`src/rtl/rtc_pkg.sv`:
```
`timescale 1ns/1ps
package rtc_pkg;
  localparam logic [3:0] IDX_SUB  = 4'd0;
  localparam logic [3:0] IDX_SEC  = 4'd1;
  localparam logic [3:0] IDX_YEAR = 4'd7;
  localparam logic [3:0] IDX_CTL1 = 4'd14;
  localparam logic [3:0] IDX_CTL2 = 4'd15;

  typedef struct packed {
    logic       count;
    logic       adjust;
    logic       preReset;
    logic       wrEn;
    logic [3:0] wrIdx;
    logic [7:0] wrData;
  } ctlStrobe_t;

  function automatic logic [7:0] bcdInc(input logic [7:0] v);
    if (v[3:0] >= 4'd9) return {v[7:4] + 4'd1, 4'd0};
    return {v[7:4], v[3:0] + 4'd1};
  endfunction

  function automatic logic isLeap(input logic [7:0] yr);
    logic [6:0] b;
    b = {3'b0, yr[7:4]} * 7'd10 + {3'b0, yr[3:0]};
    return b[1:0] == 2'b00;
  endfunction

  function automatic logic [7:0] monthEnd(input logic [7:0] mon, input logic [7:0] yr);
    case (mon)
      8'h02:                      return isLeap(yr) ? 8'h29 : 8'h28;
      8'h04, 8'h06, 8'h09, 8'h11: return 8'h30;
      default:                    return 8'h31;
    endcase
  endfunction
endpackage

```
`src/rtl/rtc_ctrl.sv`:
```
`timescale 1ns/1ps
module rtc_ctrl
  import rtc_pkg::*;
(
  input  logic       clk,
  input  logic       rstN,
  input  logic       tick,
  input  logic       wrEn,
  input  logic [3:0] addr,
  input  logic [7:0] wrData,
  input  logic       secCarry,
  output ctlStrobe_t strb,
  output logic [7:0] ctl1Rd,
  output logic [7:0] ctl2Rd,
  output logic       carryIrq
);
  logic enable, start, cie, carryFlag, adjPend, presetPend;
  logic wrCtl1, wrCtl2;

  assign wrCtl1 = wrEn && (addr == IDX_CTL1);
  assign wrCtl2 = wrEn && (addr == IDX_CTL2);

  always_ff @(posedge clk) begin
    if (!rstN) begin
      enable     <= 1'b0;
      start      <= 1'b0;
      cie        <= 1'b0;
      carryFlag  <= 1'b0;
      adjPend    <= 1'b0;
      presetPend <= 1'b0;
    end else begin
      adjPend    <= wrCtl2 && wrData[2];
      presetPend <= wrCtl2 && wrData[1];
      if (wrCtl2) begin
        enable <= wrData[3];
        start  <= wrData[0];
      end
      if (wrCtl1) cie <= wrData[4];
      if (secCarry) carryFlag <= 1'b1;
      else if (wrCtl1 && !wrData[7]) carryFlag <= 1'b0;
    end
  end

  always_comb begin
    strb.count    = enable && start && tick;
    strb.adjust   = adjPend;
    strb.preReset = presetPend;
    strb.wrEn     = wrEn;
    strb.wrIdx    = addr;
    strb.wrData   = wrData;
  end

  assign ctl1Rd   = {carryFlag, 2'b00, cie, 4'b0000};
  assign ctl2Rd   = {4'b0000, enable, 2'b00, start};
  assign carryIrq = carryFlag && cie;


  flag_set_chk: assert property (@(posedge clk) disable iff (!rstN)
    secCarry |=> carryFlag);


  irq_needs_flag_chk: assert property (@(posedge clk) disable iff (!rstN)
    carryIrq |-> (ctl1Rd[7] && ctl1Rd[4]));


  carry_only_running_chk: assert property (@(posedge clk) disable iff (!rstN)
    secCarry |-> strb.count);
endmodule

```
`src/rtl/rtc_datapath.sv`:
```
`timescale 1ns/1ps
module rtc_datapath
  import rtc_pkg::*;
#(
  parameter int TICKS_PER_SEC = 128,
  localparam int SUB_W = (TICKS_PER_SEC > 1) ? $clog2(TICKS_PER_SEC) : 1
)(
  input  logic             clk,
  input  logic             rstN,
  input  ctlStrobe_t       strb,
  output logic [SUB_W-1:0] subSec,
  output logic [6:0][7:0]  calVal,
  output logic             secCarry
);
  localparam int FIELDS = 7;
  localparam logic [SUB_W-1:0] SUB_LAST = SUB_W'(TICKS_PER_SEC - 1);

  logic [FIELDS-1:0][7:0] cnt, topVal, lowVal;
  logic [FIELDS-1:0]      inc, wrap;
  logic                   secAdvance;

  // Sub-second prescaled counter.
  always_ff @(posedge clk) begin
    if (!rstN)              subSec <= '0;
    else if (strb.preReset) subSec <= '0;
    else if (strb.count)    subSec <= (subSec == SUB_LAST) ? '0 : subSec + 1'b1;
  end

  assign secAdvance = strb.count && !strb.preReset && (subSec == SUB_LAST);
  assign secCarry   = secAdvance;

  // Field order: sec, min, hour, weekday, day, month, year.
  always_comb begin
    topVal = {8'h99, 8'h12, monthEnd(cnt[5], cnt[6]), 8'h06, 8'h23, 8'h59, 8'h59};
    lowVal = {8'h00, 8'h01, 8'h01, 8'h00, 8'h00, 8'h00, 8'h00};
    inc[0] = secAdvance && !strb.adjust;
    for (int i = 0; i < FIELDS; i++) begin
      wrap[i] = inc[i] && (cnt[i] == topVal[i]);
      if (i + 1 < FIELDS) begin
        case (i + 1)
          1:       inc[1] = strb.adjust ? (cnt[0] >= 8'h30) : wrap[0];
          4:       inc[4] = wrap[2];
          default: inc[i + 1] = wrap[i];
        endcase
      end
    end
  end

  for (genvar i = 0; i < FIELDS; i++) begin : g_field
    always_ff @(posedge clk) begin
      if (!rstN)
        cnt[i] <= lowVal[i];
      else if (strb.wrEn && strb.wrIdx == 4'(i + 1))
        cnt[i] <= strb.wrData;
      else if (i == 0 && strb.adjust)
        cnt[i] <= 8'h00;
      else if (inc[i])
        cnt[i] <= wrap[i] ? lowVal[i] : bcdInc(cnt[i]);
    end
  end

  assign calVal = cnt;


  prescale_clear_chk: assert property (@(posedge clk) disable iff (!rstN)
    strb.preReset |=> (subSec == '0));


  adjust_zero_chk: assert property (@(posedge clk) disable iff (!rstN)
    (strb.adjust && !(strb.wrEn && strb.wrIdx == IDX_SEC)) |=> (cnt[0] == 8'h00));


  hold_when_idle_chk: assert property (@(posedge clk) disable iff (!rstN)
    (!strb.count && !strb.wrEn && !strb.adjust && !strb.preReset)
      |=> ($stable(cnt) && $stable(subSec)));
endmodule

```
`src/rtl/rtc_calendar.sv`:
```
`timescale 1ns/1ps
module rtc_calendar
  import rtc_pkg::*;
#(
  parameter int TICKS_PER_SEC = 128
)(
  input  logic       clk,
  input  logic       rstN,
  input  logic       tick,
  input  logic       wrEn,
  input  logic [3:0] addr,
  input  logic [7:0] wrData,
  output logic [7:0] rdData,
  output logic       carryIrq
);
  localparam int SUB_W = (TICKS_PER_SEC > 1) ? $clog2(TICKS_PER_SEC) : 1;

  ctlStrobe_t       strb;
  logic [SUB_W-1:0] subSec;
  logic [6:0][7:0]  calVal;
  logic             secCarry;
  logic [7:0]       ctl1Rd, ctl2Rd;

  rtc_ctrl u_ctrl (
    .clk(clk), .rstN(rstN), .tick(tick), .wrEn(wrEn), .addr(addr),
    .wrData(wrData), .secCarry(secCarry), .strb(strb),
    .ctl1Rd(ctl1Rd), .ctl2Rd(ctl2Rd), .carryIrq(carryIrq)
  );

  rtc_datapath #(.TICKS_PER_SEC(TICKS_PER_SEC)) u_dp (
    .clk(clk), .rstN(rstN), .strb(strb),
    .subSec(subSec), .calVal(calVal), .secCarry(secCarry)
  );

  always_comb begin
    rdData = 8'h00;
    if (addr == IDX_SUB)                        rdData = 8'(subSec);
    else if (addr >= IDX_SEC && addr <= IDX_YEAR) rdData = calVal[3'(addr - 4'd1)];
    else if (addr == IDX_CTL1)                  rdData = ctl1Rd;
    else if (addr == IDX_CTL2)                  rdData = ctl2Rd;
  end
endmodule

```
`config.mk`:
```
export PLATFORM = sky130hd
export DESIGN_NAME = rtc_calendar
export DESIGN_NICKNAME = d
export VERILOG_FILES = /design/src/rtl/rtc_pkg.sv /design/src/rtl/rtc_ctrl.sv /design/src/rtl/rtc_datapath.sv /design/src/rtl/rtc_calendar.sv
export SDC_FILE = /design/constraint.sdc
export NUM_CORES = 1
export LEC_CHECK = 0
export BUFFER_PORTS_ARGS = -buffer_cell sky130_fd_sc_hd__clkbuf_2
export CAP_MARGIN = 20
export CORE_UTILIZATION = 45
export CTS_CLUSTER_SIZE = 30
export DETAILED_ROUTE_END_ITERATION = 12
export PLACE_DENSITY = 0.67
export SETUP_SLACK_MARGIN = 0.2
export SLEW_MARGIN = 20
export SYNTH_ARGS = -nofsm -noshare
export SYNTH_HDL_FRONTEND = slang
export SYNTH_SLANG_ARGS = --single-unit
```
`constraint.sdc`:
```
create_clock -name clk -period 6.1 [get_ports clk]
set_input_delay 0.61 -clock clk [delete_from_list [all_inputs] [get_ports clk]]
set_output_delay 0.61 -clock clk [all_outputs]
set_load 0.01 [all_outputs]
```
# Word level (Yosys, flattened, before mapping)
# Cells that the tools add are included.
# W data, S select, Z words.
# word_totals
regBits,69
input_bits,16
out_inout_bits,9
# op_classes
n_mul,1
order_cmp,11
muxes,77
n_reduce_logical,55
addsub,17
n_eq_ne,22
n_bitwise,1
# op_table
operator,count
$mux W8,40
$add A4 B1 Y4 const B,14
$mux W1,33
$ge A4 B4 Y1 const B,7
$logic_and A1 B1 Y1,26
$bmux W8 S3,1
$eq A8 B3 Y1 const B,3
$reduce_bool A3 Y1,7
$eq A4 B3 Y1 const B,4
$eq A8 B5 Y1 const B,2
$eq A8 B7 Y1 const B,2
$pmux W8 S2,1
$reduce_and A2 Y1,7
$reduce_bool A2 Y1,7
$eq A4 B2 Y1 const B,2
$eq A4 B4 Y1 const B,2
$eq A8 B2 Y1 const B,1
$eq A8 B4 Y1 const B,1
$eq A8 B6 Y1 const B,1
$eq A8 B8 Y1,1
$eq A8 B8 Y1 const B,1
$ge A8 B6 Y1 const B,1
$add A7 B1 Y7 const B,1
$eq A7 B7 Y1 const B,1
other kinds (16),18

# Longest topological paths before layout
# logic_depth
word_depth,18
depth_mapped,12

# Hierarchy
# A second synthesis with hierarchy kept.
# hier_totals
hier_cells,737
area_unflattened_um2,5801.8
# modules_own_cells
module,area_per_inst_um2,cells_per_inst,seq_area_each_um2,n_inst
rtc_datapath,4439.3,555,1261.2,1
rtc_calendar,875.8,123,0.0,1
rtc_ctrl,486.7,59,120.1,1

# Worst setup path before layout
# Ideal clock, no wire load.
# synth_path
kind,input to output
startpoint,input port addr[0]
endpoint,output port rdData[0]
arrival_time_ns,3.266
path_slack_ns,2.224
stages,11
path_buffers,3
cell_sequence,clkbuf_1 -> inv_1 -> clkbuf_1 -> ha_1 -> xor2_1 -> buf_2 -> o21ai_0 -> a221oi_1 -> a21oi_1 -> a221oi_1 -> nor2_1
# synth_between
elab_chain_cells,5
elab_cells_between_ends,13
cone_classes,1 x add/sub; 2 x order compare; 2 x eq/ne; 6 x mux; 2 x reduce/logical
# synth_lines
element,line_no,text
start: declaration,rtc_calendar.sv:11,"input logic [3:0] addr,"
$sub A3 B1 Y3 / $eq A4 B4 Y1 (equally long branches),"rtc_calendar.sv:38, rtc_calendar.sv:40",
$bmux W8 S3 / $mux W4 (equally long branches),"rtc_calendar.sv:38, rtc_calendar.sv:40",
$mux W8 (on tied branches),"rtc_calendar.sv:38, rtc_calendar.sv:39",
$mux W8,rtc_calendar.sv:38,else if (addr >= IDX_SEC && addr <= IDX_YEAR) rdData = calVal[3'(addr - 4'd1)];
$mux W8 *,rtc_calendar.sv:37,if (addr == IDX_SUB) rdData = 8'(subSec);
end: declaration,rtc_calendar.sv:13,"output logic [7:0] rdData,"
# Mark *: on every way between the ends. The rest lies on a longest branch, timed or not. The select of a mux whose other input is x is not followed.

# Worst setup path in the final report
# Ends and elaborated chain as after synthesis.

==> out/results.ini <==
[clock_network]
cts_tree = yes
insertion_delay_ps = 350
clockBufferDepth = 2
hold_buffers = 0
post_cts_resized = 0
root_buffer = clkbuf_16
h-tree-depth = 3
post_cts_buffers = 0
cts.sinks = 69
clk_pin_slew_worst_paths_ps = 60
cts_made_buffers = 9

[final_layout]
stdcell_area_um2 = 5590
n_fill_cell = 1087
area_growth_pct = 10.0
num-nets-final = 728
final_core_util_pct = 51.1
final_layout_size_suffix_gt1_share_pct = 9.05
n_antenna_cell = 0

[die]
die_area_um2 = 11700
start_util_pct = 46.5
rows = 38
fp.dieH_um = 108
ios = 25
coreArea_um2 = 10900
die_w_um = 108

[power_and_ir_drop]
power_w = 0.00110
irDropWorstVdd_mv = 0.124
leakagePower_nw = 2.06
power.density_nw_per_um2 = 198

[setup_path]
path_max_fanout = 19
worstSetupPathType = in -> out
crit_required_ps = 5490
cp-start-kind = input port
end_kind = primary output
arrival_ps = 3570

[timing]
fin_skew_ps = 10.1
min_period_ps = 4180
fin_crit_sh_pct = 68.5
hold_violations = 0
clock.fmax_mhz = 239
setup_ws_ps = 1920
worst-slew-pin-transition_ps = 1040
maxSlewHeadroom_pct = 30.3
fin_tns_setup_ps = 0
rsz0062_at_grt = false
slew_violations = 0
setup_viol = 0

[route]
firstDrtPassIters = 8
drtAntennaViolNets = 0
wl_mm = 15.7
drt_iter0_markers = 561
vias = 5039
vias_per_cell = 6.19
wl_per_cell_um = 19.2
drc = 0

[synth]
synth.distinct_cells = 62
synth_nets = 720
synth_area_leader_cell = dfxtp_1
synthTopCellsByCount = nor2_1, dfxtp_1, o21ai_0, nand2_1, ha_1
synth_area_leaders = dfxtp_1, ha_1, nor2_1, o21ai_0, nand2_1
yosysTopAreaCellShare_pct = 27.2
ys_ff_latch = 69
yosysSeqAreaShare_pct = 27.2
syn_area_um2 = 5080
ys_async_sr_fraction_pct = 0
ys.warnings.count = 0
synth_edf_count = 0
syn_inst = 661
avgSynthCellArea_um2 = 7.69
synth.most_common_cell = nor2_1
synth_ff_type = dfxtp_1

[grt]
grt_max_degree = 38
track_usage_pct = 28.0
antenna_found_initial = 0
grt_remaining_overflow = 0
grt_pass1_wl_mm = 24.5
first_global_vias = 4648

[placement]
placed_cell_area_um2 = 5290
dp_hpwl_mm = 11.4
port_buffers = 24
gp_congestion = 0.963
post-place-ws_ps = 1960

[worst_hold_path]
hold_class = reg -> reg

[outcome]
status = finished clean

[run]
cap_violations = 0

## metal layers
layer	share of wire, %	vias to the layer above	track usage (%)
met5	0	-	0
met4	3.3	0	13.6
met3	9.0	32	4.46
met2	44	199	42.9
met1	44	2383	38.1
li1	-	2425	-
## final timing paths
kind	start	to	slack (ps)	cells past startpoint
setup / recovery	addr[0]	rdData[0]	1920	10
hold / removal	u_ctrl.cie	u_ctrl.cie	480	2
setup reg to reg	u_dp.calVal[40]	u_dp.calVal[52]	2790	10
hold reg to reg	u_ctrl.cie	u_ctrl.cie	480	2
## logic make-up after synthesis
family / count (synthesis) / share of synthesized area, %
adders and majority gates: 43 / 10.6
xor gates and xnor gates: 14 / 2.41
buffers and inverters: 66 / 5.00
DFF: 69 / 27.2
and+or+nand+nor: 267 / 26.4
muxes: 20 / 5.94
AOI/OAI and AO/OA: 182 / 22.4
## worst max-delay path: stages
cell and delay, ps:
clkbuf_2 190, inv_1 420, ha_1 290, xor2_2 830, nor2_1 310, a221oi_1 360, a21oi_1 90, a221oi_1 260
nor2_1 70, clkbuf_2 130
## layout by cell type, fill, tap and decap left out, drive strengths merged, types with 8 or more instances in the layout
master  instances
mux4            8
inv            35
a211oi         16
a21oi          37
clkbuf         37
nor3           15
and2           10
and3           13
mux2i          11
ha             43
dfxtp          69
a221oi          8
nand4b          8
a31oi          16
o21ai          60
nand2          57
nor2           80
nand3          33
## per-stage QoR
step / hold WS, ps / std cells
floorplan: 445 / 661
finish: 484 / 814
global route: 500 / 814
global placement: 463 / 798
CTS: 483 / 814
detailed placement: 475 / 798
## cell type report
type                       count  area, um2  area share (%)
inverter                      35        131            2.35
tap                          140        175            3.13
sequential                    69       1380            24.7
timing repair buffer          28        150            2.69
clock buffer                  13        280            5.02
multi-input combinational    526       3450            61.8
clock inverter                 3       17.5           0.313
## registers in the layout, indices dropped and copies added (netlist names)
name and cells:
u_ctrl.presetPend 1, u_ctrl.enable 1, u_dp.subSec 7, u_ctrl.cie 1, u_ctrl.start 1, u_ctrl.carryFlag 1, u_dp.calVal 56, u_ctrl.adjPend 1
## report_power, final
group / internal (W) / leakage, nW / switching (W)
clock network: 0.000318 / 0.148 / 0.000209
logic: 0.0000362 / 1.35 / 0.0000718
registers: 0.000458 / 0.557 / 0.0000118
total: 0.000812 / 2.06 / 0.000292
Power figures use the tool's default switching activity.
